$ cat src/rtl/pcg_pkg.sv
package pcg_pkg;

    localparam int unsigned PCG_NUM_GROUPS = 2;
    localparam int unsigned PCG_GROUP_W    = 8;

    // Per-pin pipeline: capture stage, synchronizer stage, previous sample
    typedef struct packed {
        logic cap;
        logic syn;
        logic prv;
    } pcg_stage_t;

    // Preload value for a stage: every register holds the same level
    function automatic pcg_stage_t pcg_stage_fill(input logic lvl);
        pcg_stage_t s;
        s.cap = lvl;
        s.syn = lvl;
        s.prv = lvl;
        return s;
    endfunction

    // Advance a stage by one clock
    function automatic pcg_stage_t pcg_stage_step(input pcg_stage_t s, input logic lvl);
        pcg_stage_t n;
        n.cap = lvl;
        n.syn = s.cap;
        n.prv = s.syn;
        return n;
    endfunction

    // Masked change detection for one stage
    function automatic logic pcg_changed(input pcg_stage_t s, input logic en);
        return en & (s.syn ^ s.prv);
    endfunction

endpackage

$ cat src/rtl/pcg_pin_track.sv
module pcg_pin_track
    import pcg_pkg::*;
#(
    parameter int unsigned WIDTH = PCG_GROUP_W
) (
    input  logic             clk,
    input  logic             rst,
    input  logic [WIDTH-1:0] pin_i,
    input  logic [WIDTH-1:0] mask_i,
    output logic [WIDTH-1:0] toggle_o
);

    pcg_stage_t stage_q [WIDTH];

    for (genvar i = 0; i < WIDTH; i++) begin : g_bit
        always_ff @(posedge clk) begin
            if (rst) begin
                stage_q[i] <= pcg_stage_fill(pin_i[i]);
            end else begin
                stage_q[i] <= pcg_stage_step(stage_q[i], pin_i[i]);
            end
        end

        assign toggle_o[i] = pcg_changed(stage_q[i], mask_i[i]);
    end

endmodule

$ cat src/rtl/pcg_group_flag.sv
module pcg_group_flag
    import pcg_pkg::*;
#(
    parameter int unsigned WIDTH = PCG_GROUP_W
) (
    input  logic             clk,
    input  logic             rst,
    input  logic [WIDTH-1:0] toggle_i,
    input  logic             clr_i,
    output logic             flag_o
);

    logic set_q;
    logic flag_q;

    always_ff @(posedge clk) begin
        if (rst) begin
            set_q  <= 1'b0;
            flag_q <= 1'b0;
        end else begin
            set_q  <= |toggle_i;
            // set has priority over clear
            flag_q <= set_q | (flag_q & ~clr_i);
        end
    end

    assign flag_o = flag_q;

endmodule

$ cat src/rtl/pcg_unit.sv
module pcg_unit
    import pcg_pkg::*;
#(
    parameter int unsigned NUM_GROUPS = PCG_NUM_GROUPS,
    parameter int unsigned GROUP_W    = PCG_GROUP_W,
    localparam int unsigned PIN_W     = NUM_GROUPS * GROUP_W
) (
    input  logic                  clk,
    input  logic                  rst,
    input  logic [PIN_W-1:0]      pin_i,
    input  logic [PIN_W-1:0]      mask_i,
    input  logic [NUM_GROUPS-1:0] clr_i,
    input  logic [NUM_GROUPS-1:0] en_i,
    output logic [NUM_GROUPS-1:0] flag_o,
    output logic [NUM_GROUPS-1:0] irq_o
);

    logic [PIN_W-1:0] toggle;

    for (genvar g = 0; g < NUM_GROUPS; g++) begin : g_grp
        pcg_pin_track #(.WIDTH(GROUP_W)) u_track (
            .clk      (clk),
            .rst      (rst),
            .pin_i    (pin_i [g*GROUP_W +: GROUP_W]),
            .mask_i   (mask_i[g*GROUP_W +: GROUP_W]),
            .toggle_o (toggle[g*GROUP_W +: GROUP_W])
        );

        pcg_group_flag #(.WIDTH(GROUP_W)) u_flag (
            .clk      (clk),
            .rst      (rst),
            .toggle_i (toggle[g*GROUP_W +: GROUP_W]),
            .clr_i    (clr_i[g]),
            .flag_o   (flag_o[g])
        );
    end

    assign irq_o = flag_o & en_i;

endmodule

$ cat config.mk
export PLATFORM = sky130hd
export DESIGN_NAME = pcg_unit
export DESIGN_NICKNAME = d
export VERILOG_FILES = /design/src/rtl/pcg_pkg.sv /design/src/rtl/pcg_pin_track.sv /design/src/rtl/pcg_group_flag.sv /design/src/rtl/pcg_unit.sv
export SDC_FILE = /design/constraint.sdc
export NUM_CORES = 1
export LEC_CHECK = 0
export BUFFER_PORTS_ARGS = -buffer_cell sky130_fd_sc_hd__buf_2
export CORE_MARGIN = 4
export CORE_UTILIZATION = 30
export DETAILED_ROUTE_END_ITERATION = 8
export GPL_TIMING_DRIVEN = 0
export HOLD_SLACK_MARGIN = 0.1
export SLEW_MARGIN = 20
export SYNTH_ARGS = -nofsm -noshare
export SYNTH_HDL_FRONTEND = slang
export SYNTH_SLANG_ARGS = --single-unit
$ cat constraint.sdc
create_clock -name clk -period 2.6 [get_ports clk]
set_input_delay 0.13 -clock clk [delete_from_list [all_inputs] [get_ports clk]]
set_output_delay 0.13 -clock clk [all_outputs]
set_load 0.1 [all_outputs]
-- Word level (Yosys, flattened, before mapping)
Memory sizes are Yosys's and may differ from the RTL's.
Index checks and enable logic that the tools add are counted.
- flip-flop bits (word level): 4
- memories: 2
- bits in writable memories: 48
- word-level logic and storage cells: 82
- bitwise logic cells: 55
- mux-type cells: 19
- reductions and logical operators: 2
- memory list (name ; depth ; bits a word ; rd ports ; clocked after memory_dff ; write ports ; RTL line ; text):
    g_grp[0].u_track.stage_q ; 8 ; 3 ; 8 ; 0 ; 8 ; pcg_pin_track.sv:13 ; pcg_stage_t stage_q [WIDTH];
    g_grp[1].u_track.stage_q ; 8 ; 3 ; 8 ; 0 ; 8 ; pcg_pin_track.sv:13 ;
- operators with widths (kind ; count):
    3-bit 2-to-1 mux ; 16
    1-bit bitwise AND ; 18
    1-bit bitwise OR ; 18
    8-bit OR reduction ; 2
    1-bit bitwise XOR ; 16
    1-bit 2-to-1 mux ; 3
    2-bit bitwise AND ; 1
    1-bit NOT ; 2

-- Longest topological paths before layout
Gate-level depths: netlist of run 1.
- depth after elaboration: 3
- mapped depth: 4
- mapped depth without buffers: 3

-- Modules after synthesis
From an unflattened synthesis of run 1, not the netlist that was laid out.
- cells, all modules: 182
- area total of the unflattened synthesis: 1724.2 um2
- by module, submodules not included (module ; area an instance (um2) ; times used ; cells each):
    pcg_pin_track ; 783.3 ; 2 ; 82
    pcg_group_flag ; 72.6 ; 2 ; 8
    pcg_unit ; 12.5 ; 1 ; 2

-- Least setup slack after synthesis of run 1
Ideal clock, no wire load.
- kind: reg2out
- start point: register g_grp[0].u_flag.flag_q
- end point: output port irq_o[0]
- arrival: 1.069 ns
- path slack: 1.401 ns
- cell stages (with the launch flop): 2
- data required time: 2.470 ns
- path buffers: 0
- cells stage by stage: dfxtp_1 and2_1
- cells in the longest elaborated chain, start to end: 1
- RTL lines (what ; RTL line ; text):
    from (decl) ; pcg_group_flag.sv:14 ; logic flag_q;
    from (signal assigned) ; pcg_group_flag.sv:23 ; flag_q <= set_q | (flag_q & ~clr_i);
    2-bit bitwise AND ; pcg_unit.sv:38 ; assign irq_o = flag_o & en_i;
    to (decl) ; pcg_unit.sv:15 ; output logic [NUM_GROUPS-1:0] irq_o
No other way between the ends.

-- Worst setup path in the final report of run 1
Same ends and word-level chain as after synthesis.

==> metrics.md, run 1 <==
| Metric | Value |
|---|---|
| Flops & latches, synth | 52 |
| Width of the die | 82.9 um |
| CP peak stage delay | 410 ps |
| H-tree levels | 2 |
| Xor/xnor share of the synthesized area | 8.33% |
| Worst ir drop on vdd | 364 uV |
| Final setup violation count | 0 |
| Mux cell area share after synthesis | 0% |
| P&R area growth vs syn | 34.7% |
| Synth Area in Simple Gates | 4.76% |
| Status | finished clean |
| CTS resizes | 0 |
| ANT cells | 0 |
| Final clock skew | 7.26 ps |
| CTS tree | built |
| Share of cells above drive strength 1 | 23.4% |
| Latest clock arrival within the worst-skew pair | 300 ps |
| Seq/Total Area, Yosys | 61.9% |
| Fmax | 764 MHz |
| Netlist cell types | 14 |
| First-pass GRT wire length | 5580 um |
| Slew Limit Headroom | 67.8% |
| Startpoint types | register |
| Combinational power share | 11.5% |
| Initial antenna violation count | 0 |
| Clock sinks | 52 |
| DR DRC count | 0 |
| Num CTS Buffers | 5 |
| Crit path cell chain | and2_1, buf_2 |
| Compound-Gate Fraction of Synth Area | 14.7% |
| Final min period | 1310 ps |
| Reg power frac | 53.1% |
| Most frequent cells in the layout | dfxtp_1 (52), buf_2 (45), inv_1 (34) |
| Nets | 276 |
| PwrDens | 734 nW/um2 |
| Dpl hpwl | 2190 um |
| Final Wtd Congestion | 0.634 |
| CP max FO | 3 |
| Die height | 82.9 um |
| Largest family of logic cells by synthesized area | compound AO/OA/AOI/OAI gates |
| Final Max Tran Viols | 0 |
| Io pins | 42 |
| Core Footprint | 5270 um2 |
| Least-Margin Pin Slew | 487 ps |
| Synth Area in Adders | 0% |
| Area of the die | 6870 um2 |
| Vias/cell | 4.00 |
| Internal Dissipation | 1.29 mW |
| Worst Path Arrival | 1180 ps |
| Avg WL per Cell | 10.2 um |
| Final antenna-violating net count | 0 |
| Row Count | 26 |
| Global route overflow | 0 |
| WP data required | 2470 ps |
| Max-cap violations | 0 |
| Final std cells w/o fill | 309 |
| Syn nets | 212 |
| Largest net degree at the start of global routing | 16 |
| Kind of critical path | register to output port |
| Gr usage total | 10.0% |
| Final Hold Violating Endpoints | 0 |
| CTS root buf | clkbuf_8 |
| Final worst-path cycle share | 50.3% |
| Worst path slowest cell | buf_2 |
| DRT iter0 DRCs | 47 |
| Mapped Area | 1680 um2 |
| Placed cell count | 284 |
| Post-Syn Area per Cell | 9.66 um2 |
| Switching Fraction | 22.7% |
| Maximum buffer depth of the clock tree | 2 |
| Warnings, synthesis | 0 |
| Number of global-route vias before repair | 1260 |
| Drt pass-1 iters | 4 |
| CP endpoint kind | output port |
| Port Buf Inserts | 40 |
| Mapped Cells | 174 |
| RSZ-0062 raised after global routing | no |
| Leak Pwr | 1.13 nW |
| Hold Crit Class | input port to register |
| Sw Pwr | 377 uW |
| Routed wire length | 3140 um |
| Leading cell type in the layout, fill and taps excluded | dfxtp_1 |
| Setup TNS | 0 ps |
| Clock share of power | 35.3% |
| Reg clk slew, reported paths | 90 ps |
| Initial Util | 31.9% |
| Via count | 1236 |
[path summary, 6_finish.rpt]
kind                                     end  slack [ps]                       startpoint  cells after the start
max                                 irq_o[0]        1290           g_grp[0].u_flag.flag_o                      2
max reg2reg            g_grp[0].u_flag.set_q        1620   g_grp[0].u_track.stage_q[1][0]                      3
min reg2reg  g_grp[1].u_track.stage_q[0][10]         430  g_grp[1].u_track.stage_q[0][11]                      2
min                   g_grp[0].u_flag.flag_o         120                         clr_i[0]                      4
[synthesized netlist by cell type]
cell type	instances	share of area [%]
a21oi_1	2	0.60
a22oi_1	8	3.6
a41oi_1	2	1.0
and2_1	2	0.74
buf_2	5	1.5
buf_4	2	0.89
clkbuf_2	1	0.30
dfxtp_1	52	62
inv_1	34	7.6
nand2_1	16	3.6
nor2_1	2	0.45
o21ai_0	30	8.9
o21ai_1	2	0.60
xor2_1	16	8.3
[metal layers]
layer	GRT usage (%)	vias up	part of all wire, %
met5	0	-	0
met4	3.57	0	1.6
met3	3.66	5	6.0
met2	16.3	30	46
met1	12.2	535	46
li1	-	666	-
[state kept, by name, indices dropped and copies added, names as in the netlist]
signal / count
g_grp.u_flag.set_q: 2
g_grp.u_flag.flag_o: 2
g_grp.u_track.stage_q: 48
[metrics by stage]
step	setup slack (ps)	hold WS (ps)	util, %	instance area (um2)	power, mW
finish	1290	118	43.0	2270	1.66
global route	1220	130	43.0	2270	1.75
CTS	1280	115	43.0	2270	1.69
detailed placement	1620	248	37.4	1970	1.08
global placement	1620	248	37.4	1970	1.07
floorplan	1400	158	-	1680	1.02
[power by group through the flow]
stage                     logic (mW)  clock network, mW  registers (mW)
after floorplan                0.120                  0           0.899
after global placement         0.172                  0           0.902
after detailed placement       0.175                  0           0.904
after CTS                      0.195              0.608           0.885
after global routing           0.218              0.641           0.891
final                          0.192              0.588           0.884
[area by class of cell]
cell class	count	area, um2
Sequential cell	52	1040
Clock inverter	1	30.0
Timing Repair Buffer	57	370
Clock buffer	7	96.3
Inverter	34	128
Fill cell	546	3000
Buffer	8	45.0
Multi-Input combinational cell	80	468
Tap cell	70	87.6
[repair_timing]
action	in CTS	in global routing
setup endpoints to repair	0	0
hold buffers	17	0
hold endpoints to repair	48	0
buffers inserted	0	0
[critical path: cells and delay by family (launching register included)]
kind	cells	cell delay (ps)
flip-flops	1	350
buffers and inverters	1	410
AND/OR/NAND/NOR	1	120
[cell families (layout without fill, tap and decap cells)]
| group | Yosys count | count (layout) |
|---|---|---|
| flops | 52 | 52 |
| compound gates | 44 | 44 |
| buf+inv | 42 | 107 |
| xor+xnor | 16 | 16 |
| simple gates | 20 | 20 |
(Power assumes the default switching activity.)
==> run 2, diff against run 1 <==
Settings changed: ABC_AREA from default to 1.
Clock period 2.6 ns to 1.1 ns, I/O delays scaled along.
==> metrics.md, run 2 <==
| Metric | Value |
|---|---|
| Status | finished clean |
| Share of cells above drive strength 1 | 19.3% |
| Netlist cell types | 10 |
| H-tree levels | 2 |
| Worst Path Arrival | 970 ps |
| CTS root buf | clkbuf_8 |
| Initial antenna violation count | 0 |
| Largest area contributor in the netlist | dfxtp_1 |
| Warnings, synthesis | 0 |
| Routed wire length | 3430 um |
| Final Instance Area | 2430 um2 |
| Number of global-route vias before repair | 1416 |
| Commonest cells in the netlist | nand2_1 (58), dfxtp_1 (52), inv_1 (52) |
| DRT iter0 DRCs | 41 |
| Final Max Tran Viols | 0 |
| Slew Limit Headroom | 86.5% |
| Io pins | 42 |
| Least-Margin Pin Slew | 202 ps |
| RSZ-0062 raised after global routing | no |
| Mapped Cells | 228 |
| Reg clk slew, reported paths | 90 ps |
| Latest clock arrival within the worst-skew pair | 290 ps |
| Max reg flops | 48 |
| Nets | 332 |
| CP endpoint kind | output port |
| CP max FO | 3 |
| ANT cells | 0 |
| PwrDens | 1520 nW/um2 |
| Final setup violation count | 0 |
| Row Count | 28 |
| Most used DFF post-synth | dfxtp_1 |
| Global route overflow | 0 |
| Post-DP Area | 2110 um2 |
| Startpoint types | register |
| Number of synthesized flops with an enable pin | 0 |
| WP data required | 1040 ps |
| Most frequent cells in the layout | nand2_1 (58), inv_1 (52), dfxtp_1 (51) |
| Leak Pwr | 1.28 nW |
| Final worst-path cycle share | 93.1% |
| Final clock skew | 1.65 ps |
| Core Footprint | 5890 um2 |
| Post-Syn Area per Cell | 7.96 um2 |
| Reg-to-Reg Start | g_grp[1].u_track.stage_q[0][1] |
| CTS tree | built |
| Hold path startpoint | mask_i[13] |
| First-pass GRT wire length | 6060 um |
| Mapped Area | 1820 um2 |
| Width of the die | 85.8 um |
| Syn nets | 266 |
| CP peak stage delay | 350 ps |
| Num CTS Buffers | 5 |
| Hold Crit Class | input port to register |
| Dpl hpwl | 2480 um |
| Final antenna-violating net count | 0 |
| Setup TNS | 0 ps |
| Fmax | 976 MHz |
| Drt pass-1 iters | 4 |
| Kind of critical path | register to output port |
| Number of fill cells | 612 |
| Clock sinks | 52 |
| Leading cell type in the layout, fill and taps excluded | nand2_1 |
| Worst path slowest cell | dfxtp_1 |
| Worst ir drop on vdd | 654 uV |
| Most numerous cell in the Yosys netlist | nand2_1 |
| Die height | 85.8 um |
| Largest net degree at the start of global routing | 16 |
| Initial Util | 30.8% |
| Final min period | 1020 ps |
| Synth top area share | 57.3% |
| Maximum buffer depth of the clock tree | 2 |
| Seq/Total Area, Yosys | 57.3% |
| Flops & latches, synth | 52 |
| Via count | 1484 |
| Port Buf Inserts | 40 |
| Final Wtd Congestion | 0.670 |
| Max-cap violations | 0 |
| Gr usage total | 10.2% |
| Biggest register | g_grp.u_track.stage_q |
| DR DRC count | 0 |
| Avg WL per Cell | 9.28 um |
| Crit path cell chain | nand2_1, inv_1, buf_6 |
| FFs w/ async S/R, synth | 0% |
| Crit path from | g_grp[0].u_flag.flag_o |
| Synth area leaders | dfxtp_1 (57%), nand2_1 (12%), inv_1 (11%) |
| Final Hold Violating Endpoints | 0 |
| Vias/cell | 4.01 |
| P&R area growth vs syn | 33.7% |
| Area of the die | 7360 um2 |
-- run 2: cell count changes after synthesis, moves of 4 or more --
| cell | before | now |
|---|---|---|
| buf_6 | 0 | 5 |
| buf_2 | 5 | 0 |
| inv_1 | 34 | 52 |
| xor2_1 | 16 | 0 |
| nand3_1 | 0 | 16 |
| o21ai_1 | 2 | 31 |
| a22oi_1 | 8 | 0 |
| nor2_1 | 2 | 6 |
| nand2_1 | 16 | 58 |
| o21ai_0 | 30 | 1 |
-- run 2: routing by layer --
layer | wire, um | part of all wire (%) | GRT usage (%)
met5 | 0 | 0 | 0
met1 | 1680 | 49 | 12.9
met3 | 180 | 5.2 | 3.17
met4 | 18 | 0.52 | 3.02
met2 | 1560 | 45 | 16.9
-- run 2: path summary, 6_finish.rpt --
path                                                       end  slack [ps]  cells past startpoint
worst min-delay path                     g_grp[1].u_flag.set_q         140                      5
worst max-delay path                                  irq_o[0]          80                      3
worst min register to register  g_grp[1].u_track.stage_q[0][1]         430                      2
worst max register to register           g_grp[1].u_flag.set_q         180                      6
-- run 2: logic make-up (layout without fill, tap and decap cells) --
| logic type | Yosys count | in the layout | synth area share (%) |
|---|---|---|---|
| simple gates | 80 | 80 | 17.6 |
| buf+inv | 60 | 127 | 15.1 |
| flops | 52 | 52 | 57.3 |
| compound gates | 36 | 36 | 9.92 |
-- run 2: per-stage QoR --
| stage | instances | total power [mW] | hold WS [ps] | setup WS (ps) | util (%) |
|---|---|---|---|---|---|
| floorplan | 228 | 2.44 | 82.7 | 88.1 | - |
| global placement | 343 | 2.57 | 173 | 205 | 35.8 |
| detailed placement | 343 | 2.59 | 174 | 201 | 35.8 |
| CTS | 370 | 3.75 | 137 | 0.923 | 40.9 |
| global route | 370 | 3.90 | 139 | 9.43 | 41.2 |
| finish | 370 | 3.69 | 140 | 75.9 | 41.2 |
-- run 2: report_power, final --
part	leakage (nW)	total [mW]	internal, mW	switching, mW
Combinational	0.791	0.523	0.240	0.282
Sequential	0.438	2.08	2.03	0.0562
Clock	0.0510	1.08	0.503	0.581
Total	1.28	3.69	2.77	0.919
-- run 2: worst max-delay path: cells and delay by family (launching register included) --
kind                   cells  cell delay, ps
flip-flops                 1             350
buffers and inverters      2             280
AND/OR/NAND/NOR            1              50
-- run 2: final cells by class --
| class | count | area [um2] | area share (%) |
|---|---|---|---|
| buffer | 8 | 78.8 | 3.25 |
| clock buffer | 6 | 82.6 | 3.40 |
| clock inverter | 2 | 10.0 | 0.412 |
| inverter | 52 | 195 | 8.04 |
| multi-input combinational | 116 | 500 | 20.6 |
| sequential | 52 | 1040 | 42.9 |
| tap | 75 | 93.8 | 3.87 |
| timing repair buffer | 59 | 424 | 17.5 |
-- run 2: repair_timing --
| item | CTS | global route |
|---|---|---|
| endpoints found under the hold margin | 50 | 0 |
| gates resized for setup | 5 | 6 |
| buffers inserted | 0 | 0 |
| gates cloned | 0 | 0 |
| hold buffers | 19 | 0 |
| endpoints found under the setup margin | 4 | 4 |
